==> config.mk <==
export PLATFORM = sky130hd
export DESIGN_NAME = home_dir_ctrl
export DESIGN_NICKNAME = d
export VERILOG_FILES = /design/src/rtl/hn_pkg.sv /design/src/rtl/hn_dir_store.sv /design/src/rtl/hn_data_store.sv /design/src/rtl/hn_protocol.sv /design/src/rtl/home_dir_ctrl.sv
export SDC_FILE = /design/constraint.sdc
export NUM_CORES = 1
export LEC_CHECK = 0
export ABC_AREA = 1
export BUFFER_PORTS_ARGS = -buffer_cell sky130_fd_sc_hd__buf_2
export CAP_MARGIN = 20
export CORE_ASPECT_RATIO = 0.8
export CORE_MARGIN = 2
export CORE_UTILIZATION = 45
export CTS_CLUSTER_DIAMETER = 80
export DETAILED_ROUTE_END_ITERATION = 10
export SETUP_SLACK_MARGIN = 0.4
export SYNTH_ARGS = -nofsm -noshare
export SYNTH_HDL_FRONTEND = slang
export SYNTH_SLANG_ARGS = --single-unit
export TNS_END_PERCENT = 30
==> constraint.sdc <==
create_clock -name clk -period 4.9 [get_ports clk]
set_input_delay 0.98 -clock clk [delete_from_list [all_inputs] [get_ports clk]]
set_output_delay 0.98 -clock clk [all_outputs]
set_load 0.1 [all_outputs]
==> src/rtl/hn_pkg.sv <==
package hn_pkg;

    typedef enum logic [2:0] {
        MSG_RD_MISS   = 3'd0,
        MSG_WR_MISS   = 3'd1,
        MSG_DATA      = 3'd2,
        MSG_OWNER     = 3'd3,
        MSG_FETCH     = 3'd4,
        MSG_FETCH_INV = 3'd5,
        MSG_REVISION  = 3'd6,
        MSG_NACK      = 3'd7
    } msg_e;

    typedef enum logic [1:0] {
        BS_CLEAN     = 2'd0,
        BS_OWNED     = 2'd1,
        BS_WAIT_REV  = 2'd2,
        BS_WAIT_XFER = 2'd3
    } blk_e;

endpackage

==> src/rtl/hn_dir_store.sv <==
module hn_dir_store
    import hn_pkg::*;
#(
    parameter int NODES  = 4,
    parameter int BLOCKS = 8,
    localparam int ID_W   = $clog2(NODES),
    localparam int ADDR_W = $clog2(BLOCKS)
) (
    input  logic              clk,
    input  logic              rst_n,
    input  logic [ADDR_W-1:0] rd_addr,
    output blk_e              rd_state,
    output logic [NODES-1:0]  rd_pres,
    output logic [ID_W-1:0]   rd_pend,
    input  logic              we,
    input  logic [ADDR_W-1:0] wr_addr,
    input  blk_e              wr_state,
    input  logic [NODES-1:0]  wr_pres,
    input  logic [ID_W-1:0]   wr_pend
);

    blk_e             state_q [BLOCKS];
    logic [NODES-1:0] pres_q  [BLOCKS];
    logic [ID_W-1:0]  pend_q  [BLOCKS];

    // State register: one entry per block.
    always_ff @(posedge clk) begin
        if (!rst_n) begin
            for (int b = 0; b < BLOCKS; b++) begin
                state_q[b] <= BS_CLEAN;
                pres_q[b]  <= '0;
                pend_q[b]  <= '0;
            end
        end else if (we) begin
            state_q[wr_addr] <= wr_state;
            pres_q[wr_addr]  <= wr_pres;
            pend_q[wr_addr]  <= wr_pend;
        end
    end

    assign rd_state = state_q[rd_addr];
    assign rd_pres  = pres_q[rd_addr];
    assign rd_pend  = pend_q[rd_addr];


    dirty_write_onehot_chk: assert property (@(posedge clk) disable iff (!rst_n)
        (we && wr_state != BS_CLEAN) |-> ($countones(wr_pres) == 1));


    dirty_stored_onehot_chk: assert property (@(posedge clk) disable iff (!rst_n)
        (rd_state != BS_CLEAN) |-> ($countones(rd_pres) == 1));

endmodule

==> src/rtl/hn_data_store.sv <==
module hn_data_store #(
    parameter int BLOCKS = 8,
    parameter int DATA_W = 32,
    localparam int ADDR_W = $clog2(BLOCKS)
) (
    input  logic              clk,
    input  logic              rst_n,
    input  logic [ADDR_W-1:0] rd_addr,
    output logic [DATA_W-1:0] rd_data,
    input  logic              we,
    input  logic [ADDR_W-1:0] wr_addr,
    input  logic [DATA_W-1:0] wr_data
);

    logic [DATA_W-1:0] mem_q [BLOCKS];

    always_ff @(posedge clk) begin
        if (!rst_n) begin
            for (int b = 0; b < BLOCKS; b++) mem_q[b] <= '0;
        end else if (we) begin
            mem_q[wr_addr] <= wr_data;
        end
    end

    assign rd_data = mem_q[rd_addr];

endmodule

==> src/rtl/hn_protocol.sv <==
module hn_protocol
    import hn_pkg::*;
#(
    parameter int NODES  = 4,
    parameter int BLOCKS = 8,
    parameter int DATA_W = 32,
    localparam int ID_W   = $clog2(NODES),
    localparam int ADDR_W = $clog2(BLOCKS)
) (
    input  logic              in_valid,
    input  msg_e              in_msg,
    input  logic [ID_W-1:0]   in_src,
    input  logic [DATA_W-1:0] in_data,
    input  blk_e              cur_state,
    input  logic [NODES-1:0]  cur_pres,
    input  logic [ID_W-1:0]   cur_pend,
    input  logic [DATA_W-1:0] mem_data,
    output logic              dir_we,
    output blk_e              nx_state,
    output logic [NODES-1:0]  nx_pres,
    output logic [ID_W-1:0]   nx_pend,
    output logic              mem_we,
    output logic              rep_valid,
    output msg_e              rep_type,
    output logic [ID_W-1:0]   rep_dst,
    output logic [ID_W-1:0]   rep_aux,
    output logic [DATA_W-1:0] rep_data,
    output logic [NODES-1:0]  rep_vec
);

    function automatic logic [ID_W-1:0] owner_of(input logic [NODES-1:0] v);
        owner_of = '0;
        for (int k = NODES - 1; k >= 0; k--) begin
            if (v[k]) owner_of = ID_W'(k);
        end
    endfunction

    logic [NODES-1:0] src_bit;
    logic [NODES-1:0] pend_bit;
    logic [ID_W-1:0]  owner;
    logic             is_miss;

    always_comb begin
        src_bit           = '0;
        src_bit[in_src]   = 1'b1;
        pend_bit          = '0;
        pend_bit[cur_pend] = 1'b1;
        owner             = owner_of(cur_pres);
        is_miss           = (in_msg == MSG_RD_MISS) || (in_msg == MSG_WR_MISS);
    end

    // Next-entry and reply decision per block state.
    always_comb begin
        dir_we    = 1'b0;
        nx_state  = cur_state;
        nx_pres   = cur_pres;
        nx_pend   = cur_pend;
        mem_we    = 1'b0;
        rep_valid = 1'b0;
        rep_type  = MSG_NACK;
        rep_dst   = in_src;
        rep_aux   = '0;
        rep_data  = '0;
        rep_vec   = '0;
        if (in_valid) begin
            unique case (cur_state)
                BS_CLEAN: begin
                    if (in_msg == MSG_RD_MISS) begin
                        rep_valid = 1'b1;
                        rep_type  = MSG_DATA;
                        rep_data  = mem_data;
                        dir_we    = 1'b1;
                        nx_pres   = cur_pres | src_bit;
                    end else if (in_msg == MSG_WR_MISS) begin
                        rep_valid = 1'b1;
                        rep_type  = MSG_DATA;
                        rep_data  = mem_data;
                        rep_vec   = cur_pres & ~src_bit;
                        dir_we    = 1'b1;
                        nx_state  = BS_OWNED;
                        nx_pres   = src_bit;
                    end
                end
                BS_OWNED: begin
                    if (in_msg == MSG_RD_MISS) begin
                        rep_valid = 1'b1;
                        rep_type  = MSG_OWNER;
                        rep_aux   = owner;
                        dir_we    = 1'b1;
                        nx_state  = BS_WAIT_REV;
                        nx_pend   = in_src;
                    end else if (in_msg == MSG_WR_MISS) begin
                        rep_valid = 1'b1;
                        rep_type  = MSG_FETCH_INV;
                        rep_dst   = owner;
                        rep_aux   = in_src;
                        dir_we    = 1'b1;
                        nx_state  = BS_WAIT_XFER;
                        nx_pend   = in_src;
                    end
                end
                BS_WAIT_REV: begin
                    if (is_miss) begin
                        rep_valid = 1'b1;
                        rep_type  = MSG_NACK;
                    end else if (in_msg == MSG_REVISION && in_src == owner) begin
                        mem_we   = 1'b1;
                        dir_we   = 1'b1;
                        nx_state = BS_CLEAN;
                        nx_pres  = cur_pres | pend_bit;
                    end
                end
                BS_WAIT_XFER: begin
                    if (is_miss) begin
                        rep_valid = 1'b1;
                        rep_type  = MSG_NACK;
                    end else if (in_msg == MSG_DATA && in_src == owner) begin
                        rep_valid = 1'b1;
                        rep_type  = MSG_DATA;
                        rep_dst   = cur_pend;
                        rep_data  = in_data;
                        dir_we    = 1'b1;
                        nx_state  = BS_OWNED;
                        nx_pres   = pend_bit;
                    end
                end
            endcase
        end
    end

endmodule

==> src/rtl/home_dir_ctrl.sv <==
module home_dir_ctrl
    import hn_pkg::*;
#(
    parameter int NODES  = 4,
    parameter int BLOCKS = 8,
    parameter int DATA_W = 32,
    localparam int ID_W   = $clog2(NODES),
    localparam int ADDR_W = $clog2(BLOCKS)
) (
    input  logic              clk,
    input  logic              rst_n,
    input  logic              in_valid,
    input  logic [2:0]        in_type,
    input  logic [ID_W-1:0]   in_src,
    input  logic [ADDR_W-1:0] in_addr,
    input  logic [DATA_W-1:0] in_data,
    output logic              out_valid,
    output logic [2:0]        out_type,
    output logic [ID_W-1:0]   out_dst,
    output logic [ID_W-1:0]   out_aux,
    output logic [ADDR_W-1:0] out_addr,
    output logic [DATA_W-1:0] out_data,
    output logic [NODES-1:0]  out_vec
);

    msg_e              in_msg;
    blk_e              cur_state;
    logic [NODES-1:0]  cur_pres;
    logic [ID_W-1:0]   cur_pend;
    logic [DATA_W-1:0] mem_data;
    logic              dir_we;
    blk_e              nx_state;
    logic [NODES-1:0]  nx_pres;
    logic [ID_W-1:0]   nx_pend;
    logic              mem_we;
    logic              rep_valid;
    msg_e              rep_type;
    logic [ID_W-1:0]   rep_dst;
    logic [ID_W-1:0]   rep_aux;
    logic [DATA_W-1:0] rep_data;
    logic [NODES-1:0]  rep_vec;

    assign in_msg = msg_e'(in_type);

    hn_dir_store #(.NODES(NODES), .BLOCKS(BLOCKS)) u_dir (
        .clk      (clk),
        .rst_n    (rst_n),
        .rd_addr  (in_addr),
        .rd_state (cur_state),
        .rd_pres  (cur_pres),
        .rd_pend  (cur_pend),
        .we       (dir_we),
        .wr_addr  (in_addr),
        .wr_state (nx_state),
        .wr_pres  (nx_pres),
        .wr_pend  (nx_pend)
    );

    hn_data_store #(.BLOCKS(BLOCKS), .DATA_W(DATA_W)) u_mem (
        .clk     (clk),
        .rst_n   (rst_n),
        .rd_addr (in_addr),
        .rd_data (mem_data),
        .we      (mem_we),
        .wr_addr (in_addr),
        .wr_data (in_data)
    );

    hn_protocol #(.NODES(NODES), .BLOCKS(BLOCKS), .DATA_W(DATA_W)) u_proto (
        .in_valid  (in_valid),
        .in_msg    (in_msg),
        .in_src    (in_src),
        .in_data   (in_data),
        .cur_state (cur_state),
        .cur_pres  (cur_pres),
        .cur_pend  (cur_pend),
        .mem_data  (mem_data),
        .dir_we    (dir_we),
        .nx_state  (nx_state),
        .nx_pres   (nx_pres),
        .nx_pend   (nx_pend),
        .mem_we    (mem_we),
        .rep_valid (rep_valid),
        .rep_type  (rep_type),
        .rep_dst   (rep_dst),
        .rep_aux   (rep_aux),
        .rep_data  (rep_data),
        .rep_vec   (rep_vec)
    );

    // Output process: registered reply.
    always_ff @(posedge clk) begin
        if (!rst_n) begin
            out_valid <= 1'b0;
            out_type  <= '0;
            out_dst   <= '0;
            out_aux   <= '0;
            out_addr  <= '0;
            out_data  <= '0;
            out_vec   <= '0;
        end else begin
            out_valid <= rep_valid;
            out_type  <= rep_valid ? rep_type : 3'd0;
            out_dst   <= rep_valid ? rep_dst  : '0;
            out_aux   <= rep_valid ? rep_aux  : '0;
            out_addr  <= rep_valid ? in_addr  : '0;
            out_data  <= rep_valid ? rep_data : '0;
            out_vec   <= rep_valid ? rep_vec  : '0;
        end
    end


    busy_nack_chk: assert property (@(posedge clk) disable iff (!rst_n)
        (in_valid && (in_msg == MSG_RD_MISS || in_msg == MSG_WR_MISS) &&
         (cur_state == BS_WAIT_REV || cur_state == BS_WAIT_XFER))
        |=> (out_valid && out_type == MSG_NACK && out_dst == $past(in_src)));


    revision_silent_chk: assert property (@(posedge clk) disable iff (!rst_n)
        (in_valid && in_msg == MSG_REVISION) |=> !out_valid);


    idle_silent_chk: assert property (@(posedge clk) disable iff (!rst_n)
        !in_valid |=> !out_valid);


    clean_read_data_chk: assert property (@(posedge clk) disable iff (!rst_n)
        (in_valid && in_msg == MSG_RD_MISS && cur_state == BS_CLEAN)
        |=> (out_valid && out_type == MSG_DATA && out_data == $past(mem_data)));

endmodule

==> out/results.txt <==
status: finished, final reports clean
Syn Nets: 1502
Tmin final: 3810 ps
maximum vdd ir drop: 266 uV
drt first pass iters: 7
# fillers: 3093
Post-Syn Area: 16200 um2
Worst EP required: 5150 ps
fmax: 0.263 GHz
startpoint types: primary input
RR Startpoint: u_dir.state_q[0][0]$_SDFFCE_PN0P_
CTS Sinks: 367
# rows: 62
remaining antenna violation count after routing: 0
DP HPWL: 25.7 mm
Worst Path Max Fanout: 15
RSZ-0062 raised after global routing: false
Crit Path Category: primary input to flop
WL/cell: 21.2 um
Synth cell types: 39
leakage: 7.30 nW
CP startpoint: in_addr[0]
most common flop cell mapped by yosys: edfxtp_1
via count: 11300
syn avg cell area: 11.1 um2
root buffer cell: clkbuf_16
worst hold slack: 655 ps
Worst setup EP type: flop
Arrival @ worst endpoint: 4060 ps
Clock Path Buffers: 3
EDFF count, synth: 320
cell taking the most area after synthesis: edfxtp_1
worst setup path end: u_mem.mem_q[0][23]$_SDFFCE_PN0P_
#FFs+latches synth: 367
P per Cell Area: 375 nW/um2
synth cell count leaders: 348 x nor2_1, 320 x edfxtp_1, 227 x nand2_1, 102 x inv_1, 49 x a22oi_1
R2R setup slack: 1710 ps
postcts setup bufs: 0
area grow syn2layout: 13.3%
CTS Buf Count: 39
pin count of the biggest net entering global routing: 35
Placer Congestion: 0.888
GRT Overall Usage: 23.5%
die area: 37400 um2
Clk Latency, worst-skew pair: 550 ps
Hold Buf Count CTS: 0
first-pass GRT wire length: 66.6 mm
clock slew at reported path FFs: 60 ps
max-cap check violation count: 0
Area contributors post-synth: edfxtp_1 59%, nor2_1 8.1%, dfxtp_1 5.8%, nand2_1 5.3%, nor2_4 2.5%
Tcrit/Tclk final: 77.7%
Multi-input gate area: 4660 um2
FF-to-FF End: u_mem.mem_q[0][23]$_SDFFCE_PN0P_
I/O Buffers: 89
Die Y: 173 um
Initial Util: 45.4%
fin. max-slew vios: 0
CTS tree: built
number of global-route vias before repair: 11000
top-count cell post-synth: nor2_1
Worst Hold Class: flop to flop
Worst R2R Path Depth: 11
final wirelength: 43.8 mm
asr flop ratio synth: 0%
Sequential cell area: 10600 um2
Core ar.: 35600 um2
endpoints failing setup: 0
Max H-tree Level: 2
Initial DRC Count: 1281
Yosys warnings: 0
# placed instances: 1998
# resized after CTS: 0
Non-Filler Instances: 2069
Vias per Instance: 5.47
Slew @ Worst Pin: 898 ps
initial antenna violation count: 1
DRC viols: 0
I/O pin cnt: 90
Hold Vio Cnt, Final: 0
# diodes: 0
Mapped Cells: 1455
Nets: 1606
Chip Width: 216 um
layout cell share with drive strength beyond 1: 17.1%
Worst slew margin: 40.1%
Synth top area share: 59.5%
total negative slack: 0 ps
Clock Skews: 16.8 ps
register area share after synthesis: 65.3%
grt ovf: 0
[where the power goes]
part / internal (W) / total [W] / switching (W) / leakage, nW
Clock: 0.00163 / 0.00283 / 0.00120 / 0.579
Sequential: 0.00348 / 0.00351 / 0.0000292 / 3.68
Combinational: 0.000125 / 0.000525 / 0.000400 / 3.04
Total: 0.00524 / 0.00687 / 0.00163 / 7.30
[worst max-delay path: stages]
cell      delay (ps)
buf_2            230
clkinv_2         120
nand2_1          240
nor2_1            70
a221oi_1         250
nand4_1          280
inv_1            220
ha_1             360
nand3_2          230
nor2_8           340
nand2_4           70
nand2_2          390
buf_4            250
[per-stage QoR]
step           cell area [um2]  power (W)  worst slack (ps)  utilization [%]
5_1_grt                  18300    0.00707               672             51.4
6_report                 18300    0.00687              1090             51.4
2_1_floorplan            16200    0.00389               578                -
4_1_cts                  18300    0.00690              1140             51.4
3_3_place_gp             17100    0.00409               654             48.0
3_5_place_dp             17100    0.00410               577             48.0
[worst min path at each step]
stage | from | endpoint | slack (ps) | depth (start not counted)
floorplan | u_mem.mem_q[6][31]$_SDFFCE_PN0P_ | out_data[31]$_SDFF_PN0_ | 580 | 4
global placement | u_mem.mem_q[6][31]$_SDFFCE_PN0P_ | out_data[31]$_SDFF_PN0_ | 620 | 4
detailed placement | u_mem.mem_q[7][19]$_SDFFCE_PN0P_ | out_data[19]$_SDFF_PN0_ | 650 | 4
CTS | u_mem.mem_q[7][19]$_SDFFCE_PN0P_ | out_data[19]$_SDFF_PN0_ | 660 | 4
global route | u_mem.mem_q[7][8]$_SDFFCE_PN0P_ | out_data[8]$_SDFF_PN0_ | 710 | 4
finish | u_mem.mem_q[7][19]$_SDFFCE_PN0P_ | out_data[19]$_SDFF_PN0_ | 660 | 4
[kinds of logic after synthesis]
family                     synth area share (%)
and+or+nand+nor                            19.9
DFF                                        65.3
AOI/OAI and AO/OA                          8.44
buffers and inverters                      6.02
adders and majority gates                 0.310
[cell usage in the layout (no fill, tap or decap), types with 2 or more instances in the layout]
cell        count
a31oi_1         8
nor3_1          5
nand2_2        12
a22o_1         15
ha_1            4
edfxtp_1      320
clkinv_2        4
inv_2           9
nor2_8          2
clkbuf_1       14
nand3_1        32
a211oi_1        2
clkbuf_16      41
nor2_1        345
nand4_1        21
and3_1          3
clkinv_1       10
nand2_1       221
clkinvlp_4      3
inv_1         102
nor2_4         38
a21oi_1        47
buf_4          42
clkbuf_8        3
nor2_2          2
nand3_2        10
o221ai_1        2
buf_12          4
dfxtp_1        47
o21ai_0        19
a41oi_1        14
buf_2          89
a221oi_1       33
nand2_4         9
o22ai_1         2
a22oi_1        49
[area by class of cell]
type | count | area share, %
flip-flops and latches | 367 | 57.6
repair buffers | 135 | 4.59
well taps | 480 | 3.28
inverters | 116 | 2.39
multi-input cells | 900 | 25.5
clock inverters | 13 | 0.492
clock buffers | 58 | 6.12
[registers in the layout, indices dropped and copies added, names as in the netlist]
signal and cells:
u_dir.state_q 16, out_addr 3, out_valid 1, u_dir.pend_q 16, u_mem.mem_q 256, out_type 3
u_dir.pres_q 32, out_data 32, out_aux 2, out_dst 2, out_vec 4
[layer usage]
layer | track usage [%] | part of all wire (%) | vias to the layer above
li1 | - | - | 5243
met1 | 34.2 | 45 | 5528
met2 | 36.6 | 45 | 464
met3 | 3.96 | 7.9 | 74
met4 | 6.67 | 2.3 | 0
met5 | 0 | 0 | -
Power figures use the tool's default switching activity.
